`config.mk`:
```
export PLATFORM = sky130hd
export DESIGN_NAME = pwm_action_shaper
export DESIGN_NICKNAME = d
export VERILOG_FILES = /design/src/rtl/pwm_aq_pkg.sv /design/src/rtl/aq_event_select.sv /design/src/rtl/aq_force_shadow.sv /design/src/rtl/aq_channel_out.sv /design/src/rtl/pwm_action_shaper.sv
export SDC_FILE = /design/constraint.sdc
export NUM_CORES = 1
export LEC_CHECK = 0
export ABC_AREA = 1
export BUFFER_PORTS_ARGS = -buffer_cell sky130_fd_sc_hd__buf_2
export CAP_MARGIN = 30
export CORE_MARGIN = 4
export CORE_UTILIZATION = 39
export CTS_CLUSTER_DIAMETER = 60
export CTS_CLUSTER_SIZE = 40
export DETAILED_ROUTE_END_ITERATION = 12
export PLACE_DENSITY = 0.76
export SYNTH_ARGS = -nofsm -noshare
export SYNTH_HDL_FRONTEND = slang
export SYNTH_SLANG_ARGS = --single-unit
```
`constraint.sdc`:
```
create_clock -name clk -period 1.3 [get_ports clk]
set_input_delay 0.26 -clock clk [delete_from_list [all_inputs] [get_ports clk]]
set_output_delay 0.26 -clock clk [all_outputs]
set_load 0.1 [all_outputs]
```
`src/rtl/pwm_aq_pkg.sv`:
```
package pwm_aq_pkg;

  localparam int unsigned CODE_W     = 2;
  localparam int unsigned POS_ZERO   = 0;
  localparam int unsigned POS_PERIOD = 2;
  localparam int unsigned POS_CMPA   = 4;
  localparam int unsigned POS_CMPB   = 8;

  typedef enum logic [1:0] {
    ACT_NONE   = 2'd0,
    ACT_LOW    = 2'd1,
    ACT_HIGH   = 2'd2,
    ACT_TOGGLE = 2'd3
  } act_e;

  typedef enum logic [1:0] {
    RLD_ZERO   = 2'd0,
    RLD_PERIOD = 2'd1,
    RLD_EITHER = 2'd2,
    RLD_NOW    = 2'd3
  } reload_e;

  // Pick the action of the highest-priority present event with a nonzero code.
  function automatic act_e pick_action(input act_e c_zero, input act_e c_prd,
                                       input act_e c_cma, input act_e c_cmb,
                                       input logic z, input logic p,
                                       input logic ca, input logic cb);
    act_e r;
    r = ACT_NONE;
    if (z  && c_zero != ACT_NONE) r = c_zero;
    if (p  && c_prd  != ACT_NONE) r = c_prd;
    if (ca && c_cma  != ACT_NONE) r = c_cma;
    if (cb && c_cmb  != ACT_NONE) r = c_cmb;
    return r;
  endfunction

  function automatic logic apply_action(input logic cur, input act_e a);
    logic n;
    case (a)
      ACT_LOW:    n = 1'b0;
      ACT_HIGH:   n = 1'b1;
      ACT_TOGGLE: n = ~cur;
      default:    n = cur;
    endcase
    return n;
  endfunction

  function automatic logic reload_due(input reload_e sel, input logic z, input logic p);
    logic d;
    case (sel)
      RLD_ZERO:   d = z;
      RLD_PERIOD: d = p;
      RLD_EITHER: d = z | p;
      default:    d = 1'b1;
    endcase
    return d;
  endfunction

  // Force codes 1 and 2 hold the level; 0 and 3 leave the event result.
  function automatic logic shape_level(input logic [CODE_W-1:0] frc, input logic ev_level);
    logic n;
    case (frc)
      2'd1:    n = 1'b0;
      2'd2:    n = 1'b1;
      default: n = ev_level;
    endcase
    return n;
  endfunction

endpackage

```
`src/rtl/aq_event_select.sv`:
```
module aq_event_select
  import pwm_aq_pkg::*;
#(
  parameter int unsigned CTL_W = 16
) (
  input  logic [CTL_W-1:0] ctl,
  input  logic             tick,
  input  logic             evt_zero,
  input  logic             evt_period,
  input  logic             evt_cmpa_up,
  input  logic             evt_cmpb_up,
  output act_e             act
);
  act_e c_zero, c_prd, c_cma, c_cmb;

  assign c_zero = act_e'(ctl[POS_ZERO   +: CODE_W]);
  assign c_prd  = act_e'(ctl[POS_PERIOD +: CODE_W]);
  assign c_cma  = act_e'(ctl[POS_CMPA   +: CODE_W]);
  assign c_cmb  = act_e'(ctl[POS_CMPB   +: CODE_W]);

  // Reserved bits of the action word carry no meaning.
  logic unused_ctl_bits;
  assign unused_ctl_bits = ^{ctl[CTL_W-1:POS_CMPB+CODE_W], ctl[POS_CMPA+CODE_W +: 2]};

  always_comb begin
    if (tick)
      act = pick_action(c_zero, c_prd, c_cma, c_cmb,
                        evt_zero, evt_period, evt_cmpa_up, evt_cmpb_up);
    else
      act = ACT_NONE;
  end
endmodule

```
`src/rtl/aq_force_shadow.sv`:
```
module aq_force_shadow
  import pwm_aq_pkg::*;
#(
  parameter int unsigned NUM_CH = 2,
  localparam int unsigned FRC_W = NUM_CH * CODE_W
) (
  input  logic             clk,
  input  logic             rst_n,
  input  logic             tick,
  input  logic             evt_zero,
  input  logic             evt_period,
  input  logic [1:0]       reload_sel,
  input  logic [FRC_W-1:0] shadow,
  output logic [FRC_W-1:0] active,
  output logic             load,
  output logic [FRC_W-1:0] effective
);
  assign load      = tick & reload_due(reload_e'(reload_sel), evt_zero, evt_period);
  // The force value in use on this tick: the incoming value when it loads now.
  assign effective = load ? shadow : active;

  always_ff @(posedge clk or negedge rst_n) begin
    if (!rst_n)    active <= '0;
    else if (load) active <= shadow;
  end
endmodule

```
`src/rtl/aq_channel_out.sv`:
```
module aq_channel_out
  import pwm_aq_pkg::*;
(
  input  logic              clk,
  input  logic              rst_n,
  input  logic              tick,
  input  act_e              act,
  input  logic [CODE_W-1:0] frc,
  output logic              level
);
  logic nxt;

  always_comb begin
    if (tick) nxt = shape_level(frc, apply_action(level, act));
    else      nxt = level;
  end

  always_ff @(posedge clk or negedge rst_n) begin
    if (!rst_n) level <= 1'b0;
    else        level <= nxt;
  end
endmodule

```
`src/rtl/pwm_action_shaper.sv`:
```
module pwm_action_shaper
  import pwm_aq_pkg::*;
#(
  parameter int unsigned CTL_W  = 16,
  parameter int unsigned NUM_CH = 2,
  localparam int unsigned FRC_W = NUM_CH * CODE_W
) (
  input  logic              clk,
  input  logic              rst_n,
  input  logic              tick,
  input  logic              evt_zero,
  input  logic              evt_period,
  input  logic              evt_cmpa_up,
  input  logic              evt_cmpb_up,
  input  logic [CTL_W-1:0]  act_ctl_a,
  input  logic [CTL_W-1:0]  act_ctl_b,
  input  logic [1:0]        force_reload_sel,
  input  logic [FRC_W-1:0]  force_ctl,
  output logic [NUM_CH-1:0] pwm_out
);
  logic [CTL_W-1:0] ctl_arr [NUM_CH];
  act_e             ch_act  [NUM_CH];
  logic [FRC_W-1:0] force_act;
  logic [FRC_W-1:0] eff_force;
  logic             force_load;

  assign ctl_arr[0] = act_ctl_a;
  assign ctl_arr[1] = act_ctl_b;

  aq_force_shadow #(.NUM_CH(NUM_CH)) u_force (
    .clk        (clk),
    .rst_n      (rst_n),
    .tick       (tick),
    .evt_zero   (evt_zero),
    .evt_period (evt_period),
    .reload_sel (force_reload_sel),
    .shadow     (force_ctl),
    .active     (force_act),
    .load       (force_load),
    .effective  (eff_force)
  );

  for (genvar ch = 0; ch < NUM_CH; ch++) begin : g_ch
    aq_event_select #(.CTL_W(CTL_W)) u_sel (
      .ctl         (ctl_arr[ch]),
      .tick        (tick),
      .evt_zero    (evt_zero),
      .evt_period  (evt_period),
      .evt_cmpa_up (evt_cmpa_up),
      .evt_cmpb_up (evt_cmpb_up),
      .act         (ch_act[ch])
    );

    aq_channel_out u_out (
      .clk   (clk),
      .rst_n (rst_n),
      .tick  (tick),
      .act   (ch_act[ch]),
      .frc   (eff_force[ch*CODE_W +: CODE_W]),
      .level (pwm_out[ch])
    );
  end
endmodule

```
==> impl_metrics.tcl, run 1 <==
set metrics [dict create \
    violations "setup timing" \
    max_clock_freq_ghz 0.698 \
    die_height_um 53.2 \
    worstSkewPairLatency_ps 240 \
    cp-end-kind "register" \
    wl_met2_um 1240 \
    relSlewSlack_pct 83.4 \
    grt_pass1_wl_um 3100 \
    yosys_warnings 0 \
    fin_crit_ps 1430 \
    drt_pass1_iterations 2 \
    ios 47 \
    crit_fanout 6 \
    synthesis.nets 189 \
    fin_skew_ps 0.0590 \
    power.leakage_nw 0.716 \
    seqCellArea_sq_um 150 \
    numClockSinks 6 \
    fin_nets 232 \
    tightest_slew_ps 247 \
    period_share_pct 110 \
    powerDensity_mw_per_mm2 1010 \
    hold_path_class "in2reg" \
    htreeDepth 1 \
    clock_path_buffers 2 \
    peakVddDrop_uv 690 \
    cts-buffers-inserted 3 \
    worstPathArrival_ps 1560 \
    yosysSeqAreaShare_pct 18.9 \
    grt_pass1_vias 855 \
    ant_nets 0 \
    syn_area_per_cell_sq_um 5.85 \
    wl_met1_um 806 \
    root_buffer "clkbuf_4" \
    vias 920 \
    slowest_stage "nand3b_1" \
    start_kind "primary input" \
    routabilityCongestion 0.821 \
    max-cap-violations 0 \
    dp_slack_ps -369 \
    die_w_um 53.2 \
    clkTransAtPathRegs_ps 40 \
    syn-instance-count 136 \
    multi_input_area_sq_um 607 \
    grt_remaining_overflow 0 \
    via_per_inst 4.51 \
    synth_seq_cells 6 \
    numPortBuffers 30 \
    cts_tree "built" \
    synth_cell_type_count 13 \
    syn_to_final_growth_pct 51.1 \
    drv_slew 0 \
    post_cts_buffers 0 \
    core_sq_mm 0.00194 \
    crit_path_max_incr_delay_ps 250 \
    grt_use_total_pct 14.5 \
    cp_common_cell "o21ai_2" \
    fill_cells 182 \
    outcome "complete, but fails checks" \
    antenna_found_initial 0 \
    hold_viol 0 \
    die_area_sq_mm 0.00283 \
    dpl.hpwl_um 1620 \
    synth_area_sq_um 796 \
    layout-drive-gt1-share_pct 39.5 \
    setup_ws_ps -132 \
    rows 16 \
    grt_max_degree 12 \
    timing.hold.ws_ps 298 \
    critPathKind "in2reg" \
    first_iter_violations 7 \
    antennaDiodeCount 0 \
    drt-total-wl_um 2120 \
    cp_cell_sequence "buf_6 > nand3b_1 > nand3_4 > nand2_2 > o21ai_2 > ha_4 > or2_4 > o21ai_2 > o21ai_1" \
    route.detailed.drc 0 \
    drt-wirelength-per-cell_um 10.4 \
    setup_viol_count_final 2 \
    rsz0062_at_grt "true" \
    initial_core_util_pct 41.0 \
    wl_met3_um 39 \
    cp.required_ps 1420 \
    routed.top_layer "met4" \
]
==> critical path: cells and delay by family <==
family / cells / cell delay (ps)
buf+inv: 1 / 90
compound gates: 3 / 220
simple gates: 4 / 750
fa+ha+maj: 1 / 240
==> through the flow <==
step / utilization (%) / power (mW) / setup TNS [ps] / instance area [sq um] / std cells
final: 61.9 / 1.22 / -242 / 1200 / 204
after global placement: 54.5 / 0.936 / -641 / 1060 / 199
after global routing: 61.9 / 1.29 / -336 / 1200 / 204
after CTS: 56.2 / 1.13 / -174 / 1090 / 203
after detailed placement: 54.5 / 0.958 / -705 / 1060 / 199
after floorplan: - / 0.744 / -492 / 807 / 136
==> layer usage <==
layer	vias to the layer above	GRT usage, %
met5	-	0
met4	0	4.26
met3	4	2.54
li1	485	-
met2	10	28.9
met1	421	14.9
==> final timing paths <==
path	startpoint	end	slack [ps]	cells after the start
max	evt_period	g_ch[1].u_out.level	-130	9
min	force_ctl[0]	u_force.active[0]	300	3
max reg2reg	u_force.active[2]	g_ch[1].u_out.level	-30	7
min reg2reg	u_force.active[0]	u_force.active[0]	520	2
max in group asynchronous	rst_n	u_force.active[0]	790	2
min in group asynchronous	rst_n	u_force.active[2]	360	2
==> final cells by class <==
cell class | instances | share of cell area [%]
inverter | 28 | 8.74
multi-input combinational | 100 | 50.5
clock buffer | 3 | 1.87
timing repair buffer | 40 | 23.6
tap | 27 | 2.81
sequential | 6 | 12.5
==> flip-flops by register name, summed over array words and instances, names as in the netlist <==
name and count:
g_ch.u_out.level 2, u_force.active 4
==> where the power goes <==
part | internal [mW] | total [mW] | switching (mW)
combinational | 0.325 | 0.767 | 0.443
sequential | 0.231 | 0.280 | 0.0494
clock | 0.104 | 0.169 | 0.0645
total | 0.659 | 1.22 | 0.557
==> cell families after synthesis <==
family	after synthesis	synth area share [%]
buffers and inverters	31	16.5
AOI/OAI and AO/OA	16	13.8
DFF	6	18.9
and+or+nand+nor	75	38.2
adders and majority gates	8	12.6
==> layout by cell type (no fill, tap or decap), types with 3 or more instances in the layout <==
master,count
ha_1,5
nand2_1,46
buf_4,7
o21ai_2,9
inv_1,27
clkbuf_4,3
buf_2,25
nand2_2,8
nor2_1,17
buf_6,5
dfrtp_1,6
==> synth_stat cells, drive strengths merged <==
| cell type | n | area share [%] |
|---|---|---|
| or2 | 2 | 1.6 |
| ha | 8 | 13 |
| buf | 3 | 3.3 |
| inv | 28 | 13 |
| dfrtp | 6 | 19 |
| nand2 | 54 | 25 |
| nand3 | 1 | 2.2 |
| a21oi | 4 | 2.5 |
| nand3b | 1 | 0.94 |
| o21ai | 12 | 11 |
| nor2 | 17 | 8.0 |
==> repair_timing <==
action / 4_1_cts / 5_1_grt
pin swaps: 1 / 15
endpoints found under the setup margin: 2 / 2
endpoints found under the hold margin: 6 / 0
gates resized for setup: 0 / 22
cloned: 0 / 1
hold buffers: 1 / 0
Power figures use the tool's default switching activity.
==> run 2: changes to the inputs <==
--- a/config.mk
+++ b/config.mk
@@ -9,11 +9,11 @@
 export BUFFER_PORTS_ARGS = -buffer_cell sky130_fd_sc_hd__buf_2
 export CAP_MARGIN = 30
 export CORE_MARGIN = 4
-export CORE_UTILIZATION = 39
+export CORE_UTILIZATION = 40
 export CTS_CLUSTER_DIAMETER = 60
 export CTS_CLUSTER_SIZE = 40
 export DETAILED_ROUTE_END_ITERATION = 12
-export PLACE_DENSITY = 0.76
+export PLACE_DENSITY = 0.75
 export SYNTH_ARGS = -nofsm -noshare
 export SYNTH_HDL_FRONTEND = slang
 export SYNTH_SLANG_ARGS = --single-unit
==> constraint.sdc (replaced) <==
create_clock -name clk -period 1.8 [get_ports clk]
set_input_delay 0.36 -clock clk [delete_from_list [all_inputs] [get_ports clk]]
set_output_delay 0.36 -clock clk [all_outputs]
set_load 0.1 [all_outputs]
==> run 2 against run 1 <==
The run now ends clean. Global-route usage rose by 0.29 points. Cell area down 14%. Critical path type unchanged. Largest cell class unchanged. Clock skew rose by 5.1 ps. Combinational power down 48%. Flip-flop and latch count did not move. Worst setup slack improved by 350 ps. Via count decreased by 6.8%.
==> impl_metrics.tcl, run 2 (synthesized netlist as in run 1, its figures left out) <==
set metrics [dict create \
    outcome "completed" \
    crit_family "simple AND/OR/NAND/NOR gates" \
    routabilityCongestion 0.780 \
    relSlewSlack_pct 67.8 \
    fin_crit_ps 1590 \
    crit_path_max_incr_delay_ps 270 \
    grt_remaining_overflow 0 \
    numPortBuffers 30 \
    ios 47 \
    timing.hold.ws_ps 389 \
    rsz0062_at_grt "false" \
    swShare_pct 48.7 \
    route.detailed.drc 0 \
    slowest_stage "or2_2" \
    crit_fanout 13 \
    cp_common_cell "o21ai_0" \
    dp_slack_ps -54.4 \
    finalPower_uw 717 \
    cp.required_ps 1930 \
    seq_power_share_pct 26.2 \
    max-cap-violations 0 \
    syn_to_final_growth_pct 29.2 \
    cts_tree "built" \
    place_inst 194 \
    final_cell_mix "nand2_1, buf_2, inv_1" \
    worstPathArrival_ps 1710 \
    vias 857 \
    grt_pass1_wl_um 3050 \
    dpl.hpwl_um 1520 \
    largestRegisters "u_force.active (4), g_ch.u_out.level (2)" \
    start_kind "primary input" \
    worstSkewPairLatency_ps 250 \
    instances_no_fill 198 \
    setup_viol_count_final 0 \
    top_register "u_force.active" \
    initial_core_util_pct 44.2 \
    p_comb_share_pct 56.1 \
    first_iter_violations 5 \
    die_height_um 52.6 \
    htreeDepth 1 \
    powerDensity_mw_per_mm2 697 \
    grt_pass1_vias 813 \
    cts-buffers-inserted 3 \
    p_sw_uw 349 \
    core_sq_mm 0.00180 \
    ant_nets 0 \
    drt_pass1_iterations 4 \
    clkTransAtPathRegs_ps 50 \
    die_area_sq_mm 0.00277 \
    drt-total-wl_um 1720 \
    tightest_slew_ps 486 \
    power.leakage_nw 0.675 \
    hold_viol 0 \
    drt-wirelength-per-cell_um 8.68 \
    design_area_sq_mm 0.00103 \
    peakVddDrop_uv 465 \
    clock_path_buffers 2 \
    cp_cell_sequence "buf_2 > nand3b_1 > nand3_4 > nand2_1 > o21ai_2 > ha_1 > or2_2 > o21ai_0 > o21ai_0" \
    cp-end-kind "register" \
    p_int_uw 368 \
    die_w_um 52.6 \
    period_share_pct 88.1 \
    grt_max_degree 14 \
    largest_reg_flops 4 \
    max_clock_freq_ghz 0.631 \
    root_buffer "clkbuf_4" \
    place_area_sq_um 996 \
    antenna_found_initial 0 \
    drv_slew 0 \
    crit_buf_inv 1 \
    post_cts_buffers 0 \
    fin_util_pct 57.1 \
    fin_nets 228 \
    p_clk_share_pct 17.8 \
    rows 15 \
    layout-drive-gt1-share_pct 28.9 \
    antennaDiodeCount 0 \
    setup_ws_ps 215 \
    final_common_cell "nand2_1" \
    critPathKind "in2reg" \
    hold_path_class "in2reg" \
    tns_ps 0 \
    ctsResizeCount 0 \
    fin_skew_ps 5.20 \
    via_per_inst 4.33 \
    numClockSinks 6 \
    grt_use_total_pct 14.8 \
]
-- run 2: cell types whose count changed in the layout (fill, tap and decap cells not counted), moves of 3 or more --
cell / previous run / this run
nand2_2: 8 / 0
buf_6: 5 / 0
o21ai_0: 0 / 4
buf_2: 25 / 30
nand2_1: 46 / 54
ha_1: 5 / 8
-- run 2: layer usage --
layer	wire, um	vias up	share of wire [%]	track usage (%)
li1	-	479	-	-
met1	689	365	40	15.2
met2	962	9	56	27.9
met3	34	4	2.0	2.56
met4	31	0	1.8	7.66
met5	0	-	0	0
-- run 2: power groups by stage --
stage | clock, mW | sequential (mW) | combinational [mW]
floorplan | 0 | 0.184 | 0.336
global placement | 0 | 0.188 | 0.392
detailed placement | 0 | 0.190 | 0.403
CTS | 0.132 | 0.188 | 0.406
global route | 0.140 | 0.191 | 0.450
finish | 0.127 | 0.188 | 0.402
-- run 2: worst min-delay path: stages --
cell and delay [ps]:
buf_2 110, inv_1 60, o21ai_2 70
-- run 2: worst paths after layout --
path                                startpoint                  end  slack [ps]  depth (start not counted)
max                                 evt_period  g_ch[1].u_out.level         210                          9
min                               force_ctl[3]    u_force.active[3]         390                          3
max reg2reg                  u_force.active[3]  g_ch[1].u_out.level         420                          6
min reg2reg                g_ch[0].u_out.level  g_ch[0].u_out.level         510                          2
max in group asynchronous                rst_n    u_force.active[1]        1190                          2
min in group asynchronous                rst_n  g_ch[1].u_out.level         460                          2
-- run 2: cell type report --
type / instances / area, sq um
fill: 197 / 773
multi-input combinational: 99 / 514
timing repair buffer: 37 / 205
sequential: 6 / 150
inverter: 28 / 105
tap: 25 / 31.3
clock buffer: 3 / 22.5
-- run 2: timing repair --
item / 4_1_cts / 5_1_grt
hold endpoints to repair: 6 / 0
setup endpoints to repair: 0 / 0
hold buffers: 1 / 0
